==> src/rtl/irq_pkg.sv <==
package irq_pkg;
  localparam int VEC_W      = 64;
  localparam int CAUSE_W    = 6;
  localparam int LOCAL_BASE = 16;
  localparam int NUM_STD    = 9;
  localparam int NO_RANK    = NUM_STD;

  typedef logic [CAUSE_W-1:0] cause_t;
  typedef logic [VEC_W-1:0]   vec_t;

  typedef struct packed {
    logic   valid;
    logic   nmi;
    cause_t cause;
  } pick_t;

  // standard sources present in every configuration
  localparam vec_t STD_BITS = 64'h0000_0000_0000_0BBB;

  // standard sources, highest priority first
  localparam cause_t STD_RANK [NUM_STD] = '{
    6'd11, 6'd3, 6'd7, 6'd9, 6'd1, 6'd5, 6'd8, 6'd0, 6'd4
  };

  function automatic vec_t impl_bits(input int xlen);
    vec_t m;
    m = STD_BITS;
    for (int b = LOCAL_BASE; b < VEC_W; b++) begin
      if (b < xlen) m[b] = 1'b1;
    end
    return m;
  endfunction

  // position of a standard bit in the ranking, NO_RANK if absent
  function automatic int std_rank(input int bitpos);
    int r;
    r = NO_RANK;
    for (int k = NUM_STD - 1; k >= 0; k--) begin
      if (STD_RANK[k] == cause_t'(bitpos)) r = k;
    end
    return r;
  endfunction
endpackage

==> src/rtl/irq_rst_sync.sv <==
module irq_rst_sync (
  input  logic clk,
  input  logic rst_n,
  output logic rst_sync_n
);
  logic [1:0] sync_q;

  always_ff @(posedge clk or negedge rst_n) begin
    if (!rst_n) sync_q <= 2'b00;
    else        sync_q <= {sync_q[0], 1'b1};
  end

  assign rst_sync_n = sync_q[1];
endmodule

==> src/rtl/irq_pend_reg.sv <==
module irq_pend_reg
  import irq_pkg::*;
#(
  parameter int XLEN      = 64,
  parameter int NUM_LOCAL = 48
) (
  input  logic                 clk,
  input  logic                 rst_n,
  input  logic                 post_vld,
  input  cause_t               post_idx,
  input  logic                 clr_vld,
  input  cause_t               clr_idx,
  input  logic                 clr_all,
  input  logic [NUM_LOCAL-1:0] local_irq,
  input  logic                 nmi_req,
  input  logic                 csr_pend_we,
  input  logic                 csr_en_we,
  input  vec_t                 csr_wdata,
  output vec_t                 pend_q,
  output vec_t                 en_q,
  output logic                 nmi_q
);
  localparam vec_t IMPL = impl_bits(XLEN);

  vec_t set_vec, clr_vec, pend_d, en_d;
  logic nmi_d, pend_ce, en_ce, nmi_ce;

  // set requests: local pins land at LOCAL_BASE + n
  always_comb begin
    set_vec = '0;
    for (int n = 0; n < NUM_LOCAL; n++) begin
      set_vec[LOCAL_BASE + n] = local_irq[n];
    end
    if (post_vld) set_vec[post_idx] = 1'b1;
    set_vec = set_vec & IMPL;
  end

  always_comb begin
    clr_vec = '0;
    if (clr_vld) clr_vec[clr_idx] = 1'b1;
  end

  // precedence: software write, clear-all, single clear, then sets
  always_comb begin
    pend_d = csr_pend_we ? (csr_wdata & IMPL) : pend_q;
    if (clr_all) pend_d = '0;
    pend_d = (pend_d & ~clr_vec) | set_vec;
    en_d   = csr_wdata & IMPL;
    nmi_d  = nmi_req | (nmi_q & ~clr_all);
  end

  assign pend_ce = csr_pend_we | clr_all | clr_vld | (|set_vec);
  assign en_ce   = csr_en_we;
  assign nmi_ce  = nmi_req | clr_all;

  always_ff @(posedge clk or negedge rst_n) begin
    if (!rst_n) begin
      pend_q <= '0;
      en_q   <= '0;
      nmi_q  <= 1'b0;
    end else begin
      if (pend_ce) pend_q <= pend_d;
      if (en_ce)   en_q   <= en_d;
      if (nmi_ce)  nmi_q  <= nmi_d;
    end
  end
endmodule

==> src/rtl/irq_prio_pick.sv <==
module irq_prio_pick
  import irq_pkg::*;
(
  input  vec_t  cand,
  input  logic  nmi,
  output pick_t pick
);
  logic   loc_hit, std_hit;
  cause_t loc_code, std_code;
  int     best_rank;

  // upstream masking keeps bits beyond XLEN at zero
  always_comb begin
    loc_hit  = 1'b0;
    loc_code = '0;
    for (int b = LOCAL_BASE; b < VEC_W; b++) begin
      if (cand[b]) begin
        loc_hit  = 1'b1;
        loc_code = cause_t'(b);
      end
    end
  end

  always_comb begin
    std_hit   = 1'b0;
    std_code  = '0;
    best_rank = NO_RANK;
    for (int b = 0; b < LOCAL_BASE; b++) begin
      if (cand[b] && (std_rank(b) < best_rank)) begin
        best_rank = std_rank(b);
        std_hit   = 1'b1;
        std_code  = cause_t'(b);
      end
    end
  end

  always_comb begin
    pick = '0;
    if (nmi) begin
      pick.valid = 1'b1;
      pick.nmi   = 1'b1;
    end else if (loc_hit) begin
      pick.valid = 1'b1;
      pick.cause = loc_code;
    end else if (std_hit) begin
      pick.valid = 1'b1;
      pick.cause = std_code;
    end
  end
endmodule

==> src/rtl/irq_prio_sel.sv <==
module irq_prio_sel
  import irq_pkg::*;
#(
  parameter int XLEN      = 64,
  parameter int NUM_LOCAL = 48
) (
  input  logic                 clk,
  input  logic                 rst_n,
  input  logic                 post_vld,
  input  logic [5:0]           post_idx,
  input  logic                 clr_vld,
  input  logic [5:0]           clr_idx,
  input  logic                 clr_all,
  input  logic [NUM_LOCAL-1:0] local_irq,
  input  logic                 nmi_req,
  input  logic                 csr_pend_we,
  input  logic                 csr_en_we,
  input  logic [63:0]          csr_wdata,
  input  logic [63:0]          gmask,
  output logic [63:0]          csr_pend_rd,
  output logic [63:0]          csr_en_rd,
  output logic                 irq_present,
  output logic                 sel_valid,
  output logic                 sel_nmi,
  output logic [5:0]           sel_cause
);
  localparam int MAX_LOCAL = VEC_W - LOCAL_BASE;

  logic  rst_int_n, nmi_q;
  vec_t  pend_q, en_q, cand;
  pick_t pick_d, pick_q;

  generate
    if ((XLEN != 32 && XLEN != 64) || NUM_LOCAL < 1 || NUM_LOCAL > MAX_LOCAL) begin : g_bad_cfg
      initial $error("irq_prio_sel: unsupported XLEN or NUM_LOCAL");
    end
  endgenerate

  irq_rst_sync u_rst (
    .clk        (clk),
    .rst_n      (rst_n),
    .rst_sync_n (rst_int_n)
  );

  irq_pend_reg #(.XLEN(XLEN), .NUM_LOCAL(NUM_LOCAL)) u_pend (
    .clk         (clk),
    .rst_n       (rst_int_n),
    .post_vld    (post_vld),
    .post_idx    (post_idx),
    .clr_vld     (clr_vld),
    .clr_idx     (clr_idx),
    .clr_all     (clr_all),
    .local_irq   (local_irq),
    .nmi_req     (nmi_req),
    .csr_pend_we (csr_pend_we),
    .csr_en_we   (csr_en_we),
    .csr_wdata   (csr_wdata),
    .pend_q      (pend_q),
    .en_q        (en_q),
    .nmi_q       (nmi_q)
  );

  assign cand = pend_q & en_q & gmask;

  irq_prio_pick u_pick (
    .cand (cand),
    .nmi  (nmi_q),
    .pick (pick_d)
  );

  always_ff @(posedge clk or negedge rst_int_n) begin
    if (!rst_int_n) pick_q <= '0;
    else            pick_q <= pick_d;
  end

  assign irq_present = nmi_q | (|cand);
  assign csr_pend_rd = pend_q;
  assign csr_en_rd   = en_q;
  assign sel_valid   = pick_q.valid;
  assign sel_nmi     = pick_q.nmi;
  assign sel_cause   = pick_q.cause;
endmodule

==> config.mk <==
export PLATFORM = sky130hd
export DESIGN_NAME = irq_prio_sel
export DESIGN_NICKNAME = d
export VERILOG_FILES = /design/src/rtl/irq_pkg.sv /design/src/rtl/irq_rst_sync.sv /design/src/rtl/irq_pend_reg.sv /design/src/rtl/irq_prio_pick.sv /design/src/rtl/irq_prio_sel.sv
export SDC_FILE = /design/constraint.sdc
export NUM_CORES = 1
export LEC_CHECK = 0
export BUFFER_PORTS_ARGS = -buffer_cell sky130_fd_sc_hd__buf_2
export CAP_MARGIN = 25
export CORE_AREA = 4 4 128 130
export DETAILED_ROUTE_END_ITERATION = 8
export DIE_AREA = 0 0 132 134
export PLACE_DENSITY = 0.8
export SKIP_CTS_REPAIR_TIMING = 1
export SLEW_MARGIN = 0
export SYNTH_ARGS = -nofsm -noshare
export SYNTH_HDL_FRONTEND = slang
export SYNTH_SLANG_ARGS = --single-unit
==> constraint.sdc <==
create_clock -name clk -period 11.6 [get_ports clk]
set_input_delay 2.32 -clock clk [delete_from_list [all_inputs] [get_ports clk]]
set_output_delay 2.32 -clock clk [all_outputs]
set_load 0.05 [all_outputs]
Yosys cells after proc, flatten, opt, wreduce, memory -nomap -nowiden
Index checks and enable logic that the tools add are counted.
{ "word_totals": {"regBits": 132, "in_bits": 196, "output_inout_bits": 137} }
{ "classes": {"n_lt_le_gt_ge": 19, "n_mux": 157, "bitwise_logic": 14, "n_reduce_logical": 19} }
{ "ops": {"columns": ["operator", "count"], "rows": [
  ["6-bit two-way mux", 49],
  ["64-bit two-way mux", 4],
  ["64-bit bitwise AND", 3],
  ["64-bit bitwise OR", 2],
  ["4-bit two-way mux", 24],
  ["1-bit two-way mux", 71],
  ["64-bit NOT", 1],
  ["64-bit OR reduction", 1],
  ["57-bit OR reduction", 1],
  ["4-bit less-than comparator (first input constant)", 8],
  ["1-bit logical AND", 17],
  ["6-bit by 7-bit less-than comparator with 1-bit output (second input constant)", 2],
  ["1-bit demux with 6-bit select", 2],
  ["6-bit by 1-bit greater-or-equal comparator with 1-bit output (second input constant)", 2],
  ["3-bit by 4-bit less-than comparator with 1-bit output (first input constant)", 3],
  ["3-bit two-way mux", 4],
  ["1-bit by 4-bit less-than comparator with 1-bit output (first input constant)", 2],
  ["2-bit by 4-bit less-than comparator with 1-bit output (first input constant)", 2],
  ["1-bit bitwise OR", 6],
  ["5-bit two-way mux", 1],
  ["2-bit two-way mux", 2],
  ["1-bit bitwise AND", 1],
  ["1-bit NOT", 1]
]} }

Depth between registers and ports, before layout
{ "depth": {"depth_word": 52, "depth_mapped": 6, "depth_no_buf": 6} }

Hierarchy
A second synthesis with hierarchy kept.
{ "hier_totals": {"hier_cells": 716, "area_unflattened_um2": 7538.5} }
{ "by_module_without_submodules": {"columns": ["mod", "n_inst", "cells_per_inst", "area_per_inst_um2", "seq_area_each_um2"], "rows": [
  ["irq_pend_reg", 1, 496, 6018.3, 3052.9],
  ["irq_prio_sel", 1, 98, 763.2, 200.2],
  ["irq_prio_pick", 1, 119, 703.2, 0.0],
  ["irq_rst_sync", 1, 3, 53.8, 50.0]
]} }

Worst setup path after synthesis
OpenSTA, ideal clock, no wires.
{ "synth_path": {"path_type": "input-to-output", "start": "input gmask[39]", "end": "output irq_present", "t_arrival_ns": 4.127, "path_slack_ns": 5.153, "cell_stages": 6, "path_buffers": 0, "cell_sequence": "nand3_2 > nand2_2 > or4_4 > nor4_4 > nand2_2 > or4_1"} }
{ "synth_via": {"elab_chain_cells": 3} }
{ "synth_rtl": {"columns": ["element", "line", "source"], "rows": [
  ["from (decl)", "irq_prio_sel.sv:19", "input logic [63:0] gmask,"],
  ["64-bit bitwise AND", "irq_prio_sel.sv:63", "assign cand = pend_q & en_q & gmask;"],
  ["64-bit OR reduction", "irq_prio_sel.sv:76", "assign irq_present = nmi_q | (|cand);"],
  ["1-bit bitwise OR", "irq_prio_sel.sv:76", null],
  ["to (decl)", "irq_prio_sel.sv:22", "output logic irq_present,"]
]} }
Every way passes these cells.

Worst setup path in the final report
{ "layout_path": {"start": "input gmask[60]", "end": "output irq_present"} }
Same word-level chain as after synthesis.

==> results_dict.tcl <==
set metrics [dict create \
    antenna_cells 0 \
    max_freq_mhz 145 \
    syn_inst 700 \
    swShare 0.339 \
    finalHoldViolCount 0 \
    p_int_w 0.00101 \
    cts_tree "built" \
    placed_area_sq_um 8790 \
    ys_warn_count 0 \
    arrival_ns 4.59 \
    overflow 0 \
    fin_tns_setup_ns 0 \
    post_synth.cell_area_avg_sq_um 10.2 \
    htreeDepth 4 \
    cts_buffer_depth 2 \
    grt_usage 0.309 \
    tightestPinTransition_ns 1.15 \
    status "finished, final reports clean" \
    powerDensity_nw_per_um2 162 \
    hold_class "flip-flop to flip-flop" \
    finalMaxSlewViolations 0 \
    total_power_w 0.00153 \
    drcViolationCount 0 \
    final_nets 1196 \
    final_cell_mix "buf_2 (311), dfrtp_1 (131), nand3_1 (64), nor2_1 (64)" \
    path_cells "buf_2 > and3_1 > nor2b_1 > nand3_1 > nor4_4 > nand2_2 > or4_1 > buf_2" \
    synthDistinctLibCells 52 \
    path_class "input pin to output port" \
    setup_viol 0 \
    cts_sinks 132 \
    async_flop_share 1.00 \
    comb_power_share 0.249 \
    drt-pass1-iter-count 5 \
    start_util 0.470 \
    antenna_found_initial 0 \
    crit_path_max_incr_delay_ns 0.58 \
    die_x_um 132 \
    synth_edf_count 0 \
    viasPerCell 6.14 \
    drive_gt1_frac 0.414 \
    clk_pin_slew_worst_paths_ns 0.06 \
    antenna_left 0 \
    post-dp-hpwl_um 20900 \
    clkPwrFrac 0.401 \
    cp-start-kind "input pin" \
    area_growth_pct 32.9 \
    grt_first_pass_wirelength_um 41900 \
    slew_headroom 0.231 \
    grt_max_degree 69 \
    port_buffers 311 \
    ir_drop_uv 88.9 \
    finalCriticalPeriod_ns 6.91 \
    rsz0062_at_grt "false" \
    fin_crit_sh 0.596 \
    cts_buffers 17 \
    gp_routability_congestion 0.888 \
    initialDrtViolationCount 541 \
    ys_seq_elements 132 \
    die_y_um 134 \
    core_sq_um 15100 \
    worst-path-max-fanout 6 \
    seqPwrFrac 0.349 \
    ys_seq_area_frac 0.464 \
    dieArea_sq_um 17700 \
    synth_ff_type "dfrtp_1" \
    synth_area_sq_um 7120 \
    crit_path_end_kind "output port" \
    power_switching_w 0.000518 \
    wl_per_cell_um 23.4 \
    via_count 7377 \
    cp_common_cell "buf_2" \
    fp-row-count 45 \
    postLayoutCellArea_sq_um 9470 \
    wl_um 28100 \
    clock-root-buffer "clkbuf_16" \
    critPathSlowestCell "or4_1" \
    final_common_cell "buf_2" \
    worst_clock_skew_ns 0.00950 \
    io_pins 333 \
    crit_required_ns 9.28 \
    p_leak_nw 4.61 \
    clk_latency_ns 0.43 \
    maxCapViolCount 0 \
    grt_pass1_vias 7243 \
]
## routing by layer
layer | track usage | vias up | part of all wire
met2 | 0.509 | 451 | 0.48
met3 | 0.0795 | 65 | 0.097
met5 | 0 | - | 0
met4 | 0.122 | 0 | 0.035
met1 | 0.392 | 3621 | 0.39
li1 | - | 3240 | -
## cells by family after synthesis
family	share of synthesized area
compound gates	0.147
buf+inv	0.0276
flops	0.464
mux	0.170
other cells	0.00105
simple gates	0.190
## cell usage after synthesis, types with 10 or more instances
library cell,number,share of area
mux2i_1,57,0.080
dfrtp_1,132,0.46
nand2b_1,11,0.0097
nand4_1,14,0.012
o31ai_1,39,0.041
and3_1,11,0.0097
a31oi_1,10,0.0088
a21oi_1,42,0.030
a211oi_1,12,0.013
o21ai_0,10,0.0070
clkbuf_1,29,0.015
nand3_1,64,0.045
mux2_2,57,0.090
nor2_1,64,0.034
nand2_1,36,0.019
## critical path: cells and delay by family
kind                   cells  cell delay [ns]
buffers and inverters      2             0.33
AND/OR/NAND/NOR            6             1.93
## flip-flops by register name (all words and copies together) (netlist names)
register	flops
sel_cause	6
u_pend.en_q	57
u_rst.sync_q	2
sel_nmi	1
sel_valid	1
u_pend.nmi_q	1
u_pend.pend_q	64
## per-stage QoR
stage / worst slack [ns] / util / hold slack (ns) / instances
after floorplan: 5.15 / - / 0.331 / 706
after global placement: 4.79 / 0.580 / 0.337 / 1167
after detailed placement: 4.77 / 0.581 / 0.342 / 1168
after CTS: 4.74 / 0.625 / 0.355 / 1200
after global routing: 4.60 / 0.625 / 0.355 / 1201
final: 4.69 / 0.625 / 0.353 / 1201
## power groups by stage
stage               clock network, W  registers (W)  logic, W
floorplan                          0       0.000669  0.000127
global placement                   0       0.000540  0.000375
CTS                         0.000617       0.000534  0.000380
global route                0.000634       0.000540  0.000401
finish                      0.000614       0.000534  0.000381
detailed placement                 0       0.000542  0.000379
## worst paths after layout
kind                            slack, ns              start  depth (start not counted)              end
worst max-delay path                 4.69          gmask[60]                          8      irq_present
min in group asynchronous            0.40    u_rst.sync_q[1]                          0  u_pend.en_q[18]
worst min register to register       0.35    u_rst.sync_q[0]                          0  u_rst.sync_q[1]
max in group asynchronous            9.77    u_rst.sync_q[1]                          1  u_pend.en_q[53]
worst min-delay path                 0.35    u_rst.sync_q[0]                          0  u_rst.sync_q[1]
worst max register to register       9.20  u_pend.pend_q[60]                          6        sel_valid
## cell type report
class / instances / area (sq um)
timing repair buffer: 318 / 1610
inverter: 1 / 3.75
multi-input combinational: 530 / 3650
fill: 1291 / 5680
tap: 188 / 235
sequential: 132 / 3310
clock buffer: 21 / 470
clock inverter: 11 / 198
Power figures use the tool's default switching activity.
